## config.mk

```make
export PLATFORM = sky130hd
export DESIGN_NAME = rank_gap_sched
export DESIGN_NICKNAME = d
export VERILOG_FILES = /design/src/rtl/rgs_pkg.sv /design/src/rtl/rgs_cfg_reg.sv /design/src/rtl/rgs_dir_track.sv /design/src/rtl/rgs_rank_pick.sv /design/src/rtl/rank_gap_sched.sv
export SDC_FILE = /design/constraint.sdc
export NUM_CORES = 1
export LEC_CHECK = 0
export BUFFER_PORTS_ARGS = -buffer_cell sky130_fd_sc_hd__buf_4
export CAP_MARGIN = 20
export CORE_MARGIN = 3
export CORE_UTILIZATION = 45
export DETAILED_ROUTE_END_ITERATION = 16
export GPL_TIMING_DRIVEN = 0
export PLACE_DENSITY = 0.73
export RECOVER_POWER = 100
export SLEW_MARGIN = 20
export SYNTH_ARGS = -nofsm -noshare
export SYNTH_HDL_FRONTEND = slang
export SYNTH_SLANG_ARGS = --single-unit
```

## constraint.sdc

```tcl
create_clock -name clk -period 4.5 [get_ports clk]
set_clock_uncertainty 0.2 [all_clocks]
set_input_delay 0.9 -clock clk [delete_from_list [all_inputs] [get_ports clk]]
set_output_delay 0.9 -clock clk [all_outputs]
set_load 0.05 [all_outputs]
```

## src/rtl/rgs_pkg.sv

```systemverilog
package rgs_pkg;

    localparam int CFG_W = 4;

    typedef logic [CFG_W-1:0] cfg_val_t;

    typedef struct packed {
        cfg_val_t wr_gap;
        cfg_val_t rd_gap;
        cfg_val_t rd_cap;
    } rgs_cfg_t;

    localparam cfg_val_t DEF_WR_GAP = CFG_W'(6);
    localparam cfg_val_t DEF_RD_GAP = CFG_W'(6);
    localparam cfg_val_t DEF_RD_CAP = CFG_W'(15);

    typedef enum logic {
        DIR_RD = 1'b0,
        DIR_WR = 1'b1
    } rgs_dir_e;

endpackage

```

## src/rtl/rgs_cfg_reg.sv

```systemverilog
module rgs_cfg_reg
    import rgs_pkg::*;
(
    input  logic     clk,
    input  logic     rst_n,
    input  logic     load,
    input  cfg_val_t wr_gap_in,
    input  cfg_val_t rd_gap_in,
    input  cfg_val_t rd_cap_in,
    output rgs_cfg_t cfg
);

    rgs_cfg_t cfg_d, cfg_q;

    always_comb begin
        cfg_d = cfg_q;
        if (!rst_n) begin
            if (load) begin
                cfg_d.wr_gap = wr_gap_in;
                cfg_d.rd_gap = rd_gap_in;
                cfg_d.rd_cap = rd_cap_in;
            end else begin
                cfg_d.wr_gap = DEF_WR_GAP;
                cfg_d.rd_gap = DEF_RD_GAP;
                cfg_d.rd_cap = DEF_RD_CAP;
            end
        end
    end

    always_ff @(posedge clk) begin
        cfg_q <= cfg_d;
    end

    assign cfg = cfg_q;

endmodule

```

## src/rtl/rgs_dir_track.sv

```systemverilog
module rgs_dir_track
    import rgs_pkg::*;
#(
    parameter  int NUM_RANKS = 4,
    parameter  bit HAS_CAP   = 1'b0,
    localparam int RANK_W    = $clog2(NUM_RANKS)
) (
    input  logic                 clk,
    input  logic                 rst_n,
    input  logic                 grant_this,
    input  logic                 grant_other,
    input  logic [RANK_W-1:0]    grant_rank,
    input  cfg_val_t             gap_len,
    input  cfg_val_t             cap_len,
    output logic [NUM_RANKS-1:0] eligible,
    output logic [RANK_W-1:0]    last_rank,
    output logic                 prefer_last
);

    typedef struct packed {
        logic [RANK_W-1:0] last;
        cfg_val_t          gap;
        logic              all_blk;
        cfg_val_t          run;
        logic              fair;
    } trk_t;

    localparam trk_t TRK_RST = '{
        last:    RANK_W'(NUM_RANKS - 1),
        gap:     '0,
        all_blk: 1'b0,
        run:     '0,
        fair:    1'b1
    };

    trk_t     s_d, s_q;
    cfg_val_t run_n;

    always_comb begin
        s_d   = s_q;
        run_n = s_q.run;
        if (s_q.gap != '0) begin
            s_d.gap = s_q.gap - 1'b1;
        end
        if (grant_this) begin
            s_d.last = grant_rank;
            s_d.gap  = gap_len;
            if ((grant_rank == s_q.last) && (s_q.run != '0)) begin
                run_n = (s_q.run == '1) ? s_q.run : s_q.run + 1'b1;
            end else begin
                run_n = cfg_val_t'(1);
            end
            if (HAS_CAP && (cap_len != '0) && (run_n == cap_len)) begin
                s_d.all_blk = 1'b1;
                s_d.fair    = 1'b1;
                s_d.run     = '0;
            end else begin
                s_d.all_blk = 1'b0;
                s_d.fair    = 1'b0;
                s_d.run     = run_n;
            end
        end else if (grant_other) begin
            s_d.gap     = '0;
            s_d.all_blk = 1'b0;
            s_d.run     = '0;
        end
    end

    always_ff @(posedge clk) begin
        if (!rst_n) begin
            s_q <= TRK_RST;
        end else begin
            s_q <= s_d;
        end
    end

    always_comb begin
        for (int r = 0; r < NUM_RANKS; r++) begin
            eligible[r] = (s_q.gap == '0) ||
                          (!s_q.all_blk && (RANK_W'(r) == s_q.last));
        end
    end

    assign last_rank   = s_q.last;
    assign prefer_last = !s_q.fair;

endmodule

```

## src/rtl/rgs_rank_pick.sv

```systemverilog
module rgs_rank_pick #(
    parameter  int NUM_RANKS = 4,
    localparam int RANK_W    = $clog2(NUM_RANKS)
) (
    input  logic [NUM_RANKS-1:0] req,
    input  logic [NUM_RANKS-1:0] eligible,
    input  logic [RANK_W-1:0]    last_rank,
    input  logic                 prefer_last,
    output logic                 found,
    output logic [RANK_W-1:0]    pick
);

    logic [NUM_RANKS-1:0] cand;

    assign cand = req & eligible;

    always_comb begin
        found = 1'b0;
        pick  = last_rank;
        if (prefer_last && cand[last_rank]) begin
            found = 1'b1;
        end
        for (int i = 1; i <= NUM_RANKS; i++) begin
            int                idx;
            logic [RANK_W-1:0] idx_r;
            idx = int'(last_rank) + i;
            if (idx >= NUM_RANKS) begin
                idx = idx - NUM_RANKS;
            end
            idx_r = RANK_W'(idx);
            if (!found && cand[idx_r]) begin
                found = 1'b1;
                pick  = idx_r;
            end
        end
    end

endmodule

```

## src/rtl/rank_gap_sched.sv

```systemverilog
module rank_gap_sched
    import rgs_pkg::*;
#(
    parameter  int NUM_RANKS = 4,
    localparam int RANK_W    = $clog2(NUM_RANKS),
    localparam int NUM_DIRS  = 2
) (
    input  logic                 clk,
    input  logic                 rst_n,
    input  logic                 cfg_load,
    input  logic [CFG_W-1:0]     cfg_wr_gap_in,
    input  logic [CFG_W-1:0]     cfg_rd_gap_in,
    input  logic [CFG_W-1:0]     cfg_rd_cap_in,
    input  logic [NUM_RANKS-1:0] rd_req,
    input  logic [NUM_RANKS-1:0] wr_req,
    output logic                 gnt_valid,
    output logic [NUM_RANKS-1:0] gnt_rank_oh,
    output logic                 gnt_is_wr
);

    typedef struct packed {
        logic                 valid;
        logic [NUM_RANKS-1:0] oh;
        rgs_dir_e             dir;
    } gnt_t;

    rgs_cfg_t             cfg_q;
    logic [NUM_DIRS-1:0]  found;
    logic [NUM_DIRS-1:0]  gnt_dir;
    logic [RANK_W-1:0]    pick_idx [NUM_DIRS];
    gnt_t                 out_d, out_q;

    rgs_cfg_reg u_cfg (
        .clk       (clk),
        .rst_n     (rst_n),
        .load      (cfg_load),
        .wr_gap_in (cfg_wr_gap_in),
        .rd_gap_in (cfg_rd_gap_in),
        .rd_cap_in (cfg_rd_cap_in),
        .cfg       (cfg_q)
    );

    // Reads take precedence over writes when both have an eligible rank.
    assign gnt_dir[DIR_RD] = found[DIR_RD];
    assign gnt_dir[DIR_WR] = !found[DIR_RD] && found[DIR_WR];

    for (genvar d = 0; d < NUM_DIRS; d++) begin : g_dir
        localparam bit IS_WR = (d == int'(DIR_WR));

        logic [NUM_RANKS-1:0] req_v;
        logic [NUM_RANKS-1:0] elig;
        logic [RANK_W-1:0]    last_r;
        logic                 pref;

        assign req_v = IS_WR ? wr_req : rd_req;

        rgs_dir_track #(
            .NUM_RANKS (NUM_RANKS),
            .HAS_CAP   (!IS_WR)
        ) u_trk (
            .clk         (clk),
            .rst_n       (rst_n),
            .grant_this  (gnt_dir[d]),
            .grant_other (gnt_dir[NUM_DIRS-1-d]),
            .grant_rank  (pick_idx[d]),
            .gap_len     (IS_WR ? cfg_q.wr_gap : cfg_q.rd_gap),
            .cap_len     (cfg_q.rd_cap),
            .eligible    (elig),
            .last_rank   (last_r),
            .prefer_last (pref)
        );

        rgs_rank_pick #(
            .NUM_RANKS (NUM_RANKS)
        ) u_pick (
            .req         (req_v),
            .eligible    (elig),
            .last_rank   (last_r),
            .prefer_last (pref),
            .found       (found[d]),
            .pick        (pick_idx[d])
        );
    end

    always_comb begin
        out_d = '0;
        if (gnt_dir[DIR_RD]) begin
            out_d.valid               = 1'b1;
            out_d.dir                 = DIR_RD;
            out_d.oh[pick_idx[DIR_RD]] = 1'b1;
        end else if (gnt_dir[DIR_WR]) begin
            out_d.valid               = 1'b1;
            out_d.dir                 = DIR_WR;
            out_d.oh[pick_idx[DIR_WR]] = 1'b1;
        end
    end

    always_ff @(posedge clk) begin
        if (!rst_n) begin
            out_q <= '0;
        end else begin
            out_q <= out_d;
        end
    end

    assign gnt_valid   = out_q.valid;
    assign gnt_rank_oh = out_q.oh;
    assign gnt_is_wr   = (out_q.dir == DIR_WR);

endmodule

```

==> summary.md, run 1 <==
| Metric | Value |
|---|---|
| Status | `complete, no violations` |
| Largest net degree at the start of global routing | `22` |
| Die Ht | `approximately 84 um` |
| Later-pin clock latency in the skew report | `about 0.29 ns` |
| Fin area | `between 0.003 and 0.004 mm^2` |
| Post-synth top flop | `dfxtp_1` |
| RSZ-0062 raised after global routing | `no` |
| Max Slew Vio Count | `0` |
| Clock Tree Buf Depth | `2` |
| Met2 GRT Util | `between 20 and 30%` |
| Hold Vio Cnt, Final | `0` |
| Net switching power | `around 0.8 mW` |
| Crit path max-delay family | `compound AO/OA/AOI/OAI gates` |
| Grt met3 use | `3.356%` |
| FMAX | `about 260 MHz` |
| Clk pwr share | `15.6%` |
| Hold Path Stages | `2` |
| Clock sinks | `37` |
| Die X | `between 80 and 90 um` |
| Min Tclk post-route | `around 3.8 ns` |
| Routing usage on met1 | `approximately a quarter` |
| Initial antenna violation count | `0` |
| Vias in the first global route | `roughly 2,300` |
| Most used cell, CP | `o211ai_1` |
| Area leader, netlist | `dfxtp_1` |
| Area Overhead vs Synth | `13.87%` |
| Seq pwr share | `roughly a quarter` |
| Slew headroom | `a little under a third` |
| Most used routing layer | `met2` |
| 1st-iter DRT viols | `167` |
| Worst VDD drop | `roughly 0.00024 V` |
| Leak | `1.208 nW` |
| Yosys cell types | `61` |
| Cts bufs inserted | `5` |
| Synth top area cells | `dfxtp_1 (18%), edfxtp_1 (13%), ha_1 (5.5%)` |
| Setup TNS | `0 ns` |
| Htree depth | `2` |
| Boundary Pins | `29` |
| Max Cap Viol | `0` |
| Wire per inst | `between 10 and 15 um` |
| Number of buffers added on ports | `27` |
| Pwr dens | `~570 mW/mm^2` |
| Setup CP Type | `flop to flop` |
| Synth top area share | `a little under a fifth` |
| Antenna cells | `0` |
| Slew @ Worst Pin | `between 1 and 1.5 ns` |
| 1st-pass router iterations | `4` |
| Routability cong. | `0.9794` |
| Most frequent cells in the layout | `nor2_1 (33), dfxtp_1 (25), nand2_1 (24)` |
| Comb pwr share | `58.9%` |
| Dpl ws | `slightly below 0.8 ns` |
| # rows | `27` |
| CTS root buffer | `clkbuf_8` |
| Full die area | `between 0.006 and 0.007 mm^2` |
| Via count | `roughly 2,500` |
| Syn Inst Count | `324` |
| Post-CTS Setup Bufs | `0` |
| CP required | `around 4.4 ns` |
| Sequential fraction of the synthesis area | `between 30% and 40%` |
| Crit Path Max Fanout | `10` |
| Reg2reg path depth | `13` |
| Area after DPL | `~0.003 mm^2` |
| Routed Antenna Nets | `0` |
| Critical Path Stages | `13` |
| Arr. time, crit path | `3.75 ns` |
| Post-synthesis async set-or-reset flop share | `0%` |
| Post-CTS Resized | `0` |
| Worst hold path type | `flop to flop` |
| Global route overflow | `0` |
| Net count after synthesis | `359` |
| Hold_buf cts | `0` |
| Layout net count | `between 300 and 400` |
| CP Capture Type | `flop` |
| Crit-path cells | `inv_1 -> ha_1 -> nor3b_4 -> buf_6 -> o211ai_1 -> a21boi_0 -> o221ai_1 -> a211o_1 -> or3_1 -> o211ai_1 -> nor2b_1 -> o21ai_0 -> a21oi_1` |
| CTS tree | `built` |
| CP bufs+invs | `2` |
| Mean Syn Cell Area | `roughly 8.4 um^2` |
| Final WS setup | `0.6831 ns` |
| Commonest non-fill, non-tap cell in the layout | `nor2_1` |
| Total GRT Usage | `17.92%` |
| Startpoint Class | `flop` |
| Fill count | `around 540` |
| Initial Util | `47.69%` |
| Vias per cell | `5.822` |
| Core area | `about 0.0057 mm^2` |
| Yosys Warn Count | `0` |
| Routed WL | `between 6000 and 7000 um` |
| Flops & latches, synth | `37` |
| Setup violators final | `0` |
| Clock Pin Slew Worst Setup and Hold Paths | `approximately 0.07 ns` |
| Pint | `around 0.96 mW` |
| First-pass GRT wire length | `10,530 um` |
| Sw Share | `between 40% and 50%` |
| Slowest cell on crit path | `a21boi_0` |
| Slowest cell delay on critical path | `0.64 ns` |
| DPL Wire Length | `~4600 um` |
| Crit share post-route | `a little over four fifths` |
| Post-Syn Area | `approximately 0.0027 mm^2` |
| Number of flops mapped to enable cells by yosys | `12` |
| DR DRC count | `0` |
| Layout cells sized above 1 | `around an eighth` |
power groups by stage:
stage	clock [mW]	sequential, mW	combinational (mW)
6_report	0.276	0.452	1.04
3_5_place_dp	0	0.460	1.04
4_1_cts	0.280	0.452	1.05
3_3_place_gp	0	0.457	1.01
5_1_grt	0.296	0.460	1.15
2_1_floorplan	0	0.495	0.778
worst min-delay path, stage by stage, from the launching register on:
cell and delay, ns:
edfxtp_1 0.34, mux2i_1 0.06, nor2_1 0.07
registers in the layout (all words and copies together), names as in the netlist:
register / count
gnt_valid: 1
g_dir.u_trk.last_rank: 4
gnt_is_wr: 1
gnt_rank_oh: 4
g_dir.u_trk.s_q: 15
u_cfg.cfg: 12
kinds of logic after synthesis:
| group | count (synthesis) | share of synthesized area [%] |
|---|---|---|
| AOI/OAI and AO/OA | 99 | 25.52 |
| adders and majority gates | 12 | 5.548 |
| buffers and inverters | 30 | 4.438 |
| and+or+nand+nor | 126 | 24.64 |
| DFF | 37 | 31.81 |
| xor gates and xnor gates | 7 | 2.265 |
| muxes | 13 | 5.779 |
worst paths after layout:
path                                                          from                                  to  slack [ns]
worst max-delay path            g_dir[0].u_trk.s_q[6]$_SDFFE_PN0P_  g_dir[0].u_trk.s_q[4]$_SDFFE_PN0P_        0.68
worst min-delay path                    u_cfg.cfg[8]$_SDFFCE_PN0N_  g_dir[1].u_trk.s_q[6]$_SDFFE_PN0P_        0.31
worst max register to register  g_dir[0].u_trk.s_q[6]$_SDFFE_PN0P_  g_dir[0].u_trk.s_q[4]$_SDFFE_PN0P_        0.68
worst min register to register          u_cfg.cfg[8]$_SDFFCE_PN0N_  g_dir[1].u_trk.s_q[6]$_SDFFE_PN0P_        0.31
metrics by stage:
stage               instances  power [mW]  utilization (%)  hold slack, ns
floorplan                 324       1.273                -          0.2525
global placement          423       1.472            52.84          0.2601
detailed placement        423       1.498            52.84          0.2895
CTS                       431       1.779            54.81          0.3065
global route              432       1.904            54.30          0.3519
finish                    432       1.772            54.30          0.3111
final cells by class:
class                           instances  area, um^2  share of cell area (%)
Buffer                                 14       60.06                   1.949
Clock buffer                            8       111.4                   3.613
Inverter                               16       60.06                   1.949
Multi-Input combinational cell        257        1719                   55.79
Sequential cell                        37       860.8                   27.93
Tap cell                               72       90.09                   2.923
Timing Repair Buffer                   28       180.2                   5.847
routing by layer:
layer | up-vias | part of all wire [%]
met5 | - | 0
met1 | 1168 | 48
li1 | 1259 | -
met3 | 10 | 5.8
met4 | 0 | 1.5
met2 | 78 | 45
cells in the mapped netlist (9+ instances only):
cell and n:
nor2_1 33, a21oi_1 19, ha_1 12, dfxtp_1 25, nand3_1 15, nand2_1 24, o21ai_0 23, nor3_1 9
clkbuf_1 13, mux2i_1 10, edfxtp_1 12, nand2b_1 13, inv_1 15
Power figures use the tool's default switching activity.
==> inputs of run 2 (changes only) <==
Settings changed: PLACE_DENSITY 0.73 to 0.75.
Clock period 4.5 ns to 3.3 ns, I/O delays scaled along.
==> run 2 against run 1 <==
The run now ends with negative setup slack left. Final area rose by 10%. Maximum frequency is 15% higher. Non-clock buffer count grew 15. Worst setup slack lost 0.71 ns. Worst hold slack worse by 0.0071 ns. Register-to-register slack worse by 0.71 ns. Die area did not move. Combinational power grew 63%. Sequential power up 39%. Critical path type unchanged.
==> summary.md, run 2 (same netlist as run 1, synthesis figures left out) <==
| Metric | Value |
|---|---|
| Boundary Pins | `29` |
| Clk pwr share | `roughly 14%` |
| Min Hold Slack | `around 0.3 ns` |
| Initial Util | `a little under half` |
| CTS root buffer | `clkbuf_8` |
| Setup CP Type | `flop to flop` |
| Critical path startpoint | `g_dir[0].u_trk.s_q[6]$_SDFFE_PN0P_` |
| FF-to-FF Start | `g_dir[0].u_trk.s_q[6]$_SDFFE_PN0P_` |
| Max Slew Vio Count | `0` |
| Comb pwr share | `between 60% and 70%` |
| Placed cells | `approximately 420` |
| Sw Share | `a little under half` |
| Failing checks | `negative setup slack` |
| Leak | `~1.3 nW` |
| Most flop-heavy register | `g_dir.u_trk.s_q` |
| Global route overflow | `0` |
| Clock Tree Buf Depth | `2` |
| Later-pin clock latency in the skew report | `about 0.29 ns` |
| Total GRT Usage | `between 10% and 20%` |
| Arr. time, crit path | `approximately 3.3 ns` |
| Layout net count | `409` |
| Wire per inst | `about 15 um` |
| Pwr Total | `~2.7 mW` |
| Htree depth | `2` |
| Setup violators final | `1` |
| Layout Cells excl Fill | `around 450` |
| DR DRC count | `0` |
| Hold Vio Cnt, Final | `0` |
| Pint | `1.461 mW` |
| 1st-iter DRT viols | `between 100 and 150` |
| Pwr dens | `roughly 800 mW/mm^2` |
| Worst VDD drop | `between 0.0003 and 0.0004 V` |
| Crit Path Max Fanout | `8` |
| Routed Antenna Nets | `0` |
| Max Cap Viol | `0` |
| FMAX | `between 300 and 400 MHz` |
| Fin area | `~0.0034 mm^2` |
| CTS tree | `built` |
| CP Capture Type | `flop` |
| Worst Hold Launch | `u_cfg.cfg[8]$_SDFFCE_PN0N_` |
| Die Ht | `83.55 um` |
| Vias per cell | `just under 6` |
| Worst hold path type | `flop to flop` |
| Fill count | `498` |
| Seq pwr share | `a little under a quarter` |
| DPL Wire Length | `between 4000 and 5000 um` |
| Area of the multi-input gates | `approximately 0.0019 mm^2` |
| Layout cells sized above 1 | `25.33%` |
| Most frequent cells in the layout | `buf_4 (34), nor2_1 (33), nand2_1 (24)` |
| Number of buffers added on ports | `27` |
| Full die area | `~0.0070 mm^2` |
| Core area | `around 0.0057 mm^2` |
| R2r setup slk | `-0.03 ns` |
| Via count | `approximately 2,600` |
| First-pass GRT wire length | `between 10,000 and 15,000 um` |
| Clock sinks | `37` |
| Setup TNS | `-0.02593 ns` |
| Routability cong. | `between 0.9 and 1` |
| Cts bufs inserted | `5` |
| Commonest non-fill, non-tap cell in the layout | `buf_4` |
| Hold_buf cts | `0` |
| Routed WL | `6847 um` |
| 1st-pass router iterations | `4` |
| Area after DPL | `between 0.002 and 0.003 mm^2` |
| Antenna cells | `0` |
| Status | `finished, violations left` |
| Vias in the first global route | `roughly 2,400` |
| Final WS setup | `-0.02593 ns` |
| CP required | `roughly 3.3 ns` |
| Clock Pin Slew Worst Setup and Hold Paths | `roughly 0.07 ns` |
| Sequential cell area | `around 870 um^2` |
| Net switching power | `1.241 mW` |
| Initial antenna violation count | `0` |
| Slew @ Worst Pin | `1.025 ns` |
| Slew headroom | `around a third` |
| Largest net degree at the start of global routing | `22` |
| Area Overhead vs Synth | `25.43%` |
| RSZ-0062 raised after global routing | `yes` |
| Min Tclk post-route | `~3.3 ns` |
| Number of flip-flops under the largest register name | `15` |
| # rows | `27` |
| Crit share post-route | `100.8%` |
| Die X | `roughly 84 um` |
| Startpoint Class | `flop` |
## run 2: changes by cell type in the layout (fill, tap and decap cells not counted), sizes merged
| cell | previous run | this run |
|---|---|---|
| clkbuf | 31 | 28 |
| clkinv | 0 | 1 |
| buf | 19 | 35 |
| bufinv | 0 | 1 |
## run 2: path summary, 6_finish.rpt
check	endpoint	cells past startpoint
max	g_dir[0].u_trk.s_q[3]$_SDFFE_PN0P_	13
min	g_dir[1].u_trk.s_q[6]$_SDFFE_PN0P_	2
max reg2reg	g_dir[0].u_trk.s_q[3]$_SDFFE_PN0P_	13
min reg2reg	g_dir[1].u_trk.s_q[6]$_SDFFE_PN0P_	2
## run 2: power by group through the flow
stage | combinational (mW) | clock [mW] | sequential [mW]
after floorplan | 1.06 | 0 | 0.676
after global placement | 1.38 | 0 | 0.623
after detailed placement | 1.41 | 0 | 0.627
after CTS | 1.53 | 0.394 | 0.619
after global routing | 1.85 | 0.415 | 0.640
final | 1.69 | 0.385 | 0.627
## run 2: timing repair
item / 4_1_cts / 5_1_grt
resized for setup: 20 / 32
pin swaps: 7 / 17
setup buffers: 9 / 7
setup endpoints to repair: 24 / 21
## run 2: worst max-delay path: stages (launching register included)
cell and delay [ns]:
dfxtp_2 0.34, inv_2 0.08, ha_4 0.14, nor3b_4 0.27
buf_6 0.20, o21a_4 0.16, nor2_1 0.05, mux4_2 0.51
a31o_4 0.28, nor3_4 0.30, o31ai_4 0.11, nor3b_4 0.27
nand2_1 0.09, a221oi_2 0.23
## run 2: through the flow
stage               setup WS, ns  utilization, %
floorplan                 0.1608               -
global placement         -0.3383           52.84
detailed placement       -0.5009           52.84
CTS                     0.002444           57.63
global route             -0.1862           59.81
finish                  -0.02593           59.81
## run 2: per-layer routing
layer,GRT usage [%],part of all wire (%)
met1,25.09,45
met2,29.81,48
met3,3.455,5.2
met4,5.117,1.5
met5,0,0
## run 2: cell type report
class | instances | share of cell area (%)
inverter | 16 | 1.843
timing repair buffer | 43 | 8.736
clock inverter | 2 | 1.143
clock buffer | 6 | 2.138
buffer | 14 | 1.806
sequential | 37 | 25.51
tap | 72 | 2.654
multi-input combinational | 257 | 56.17
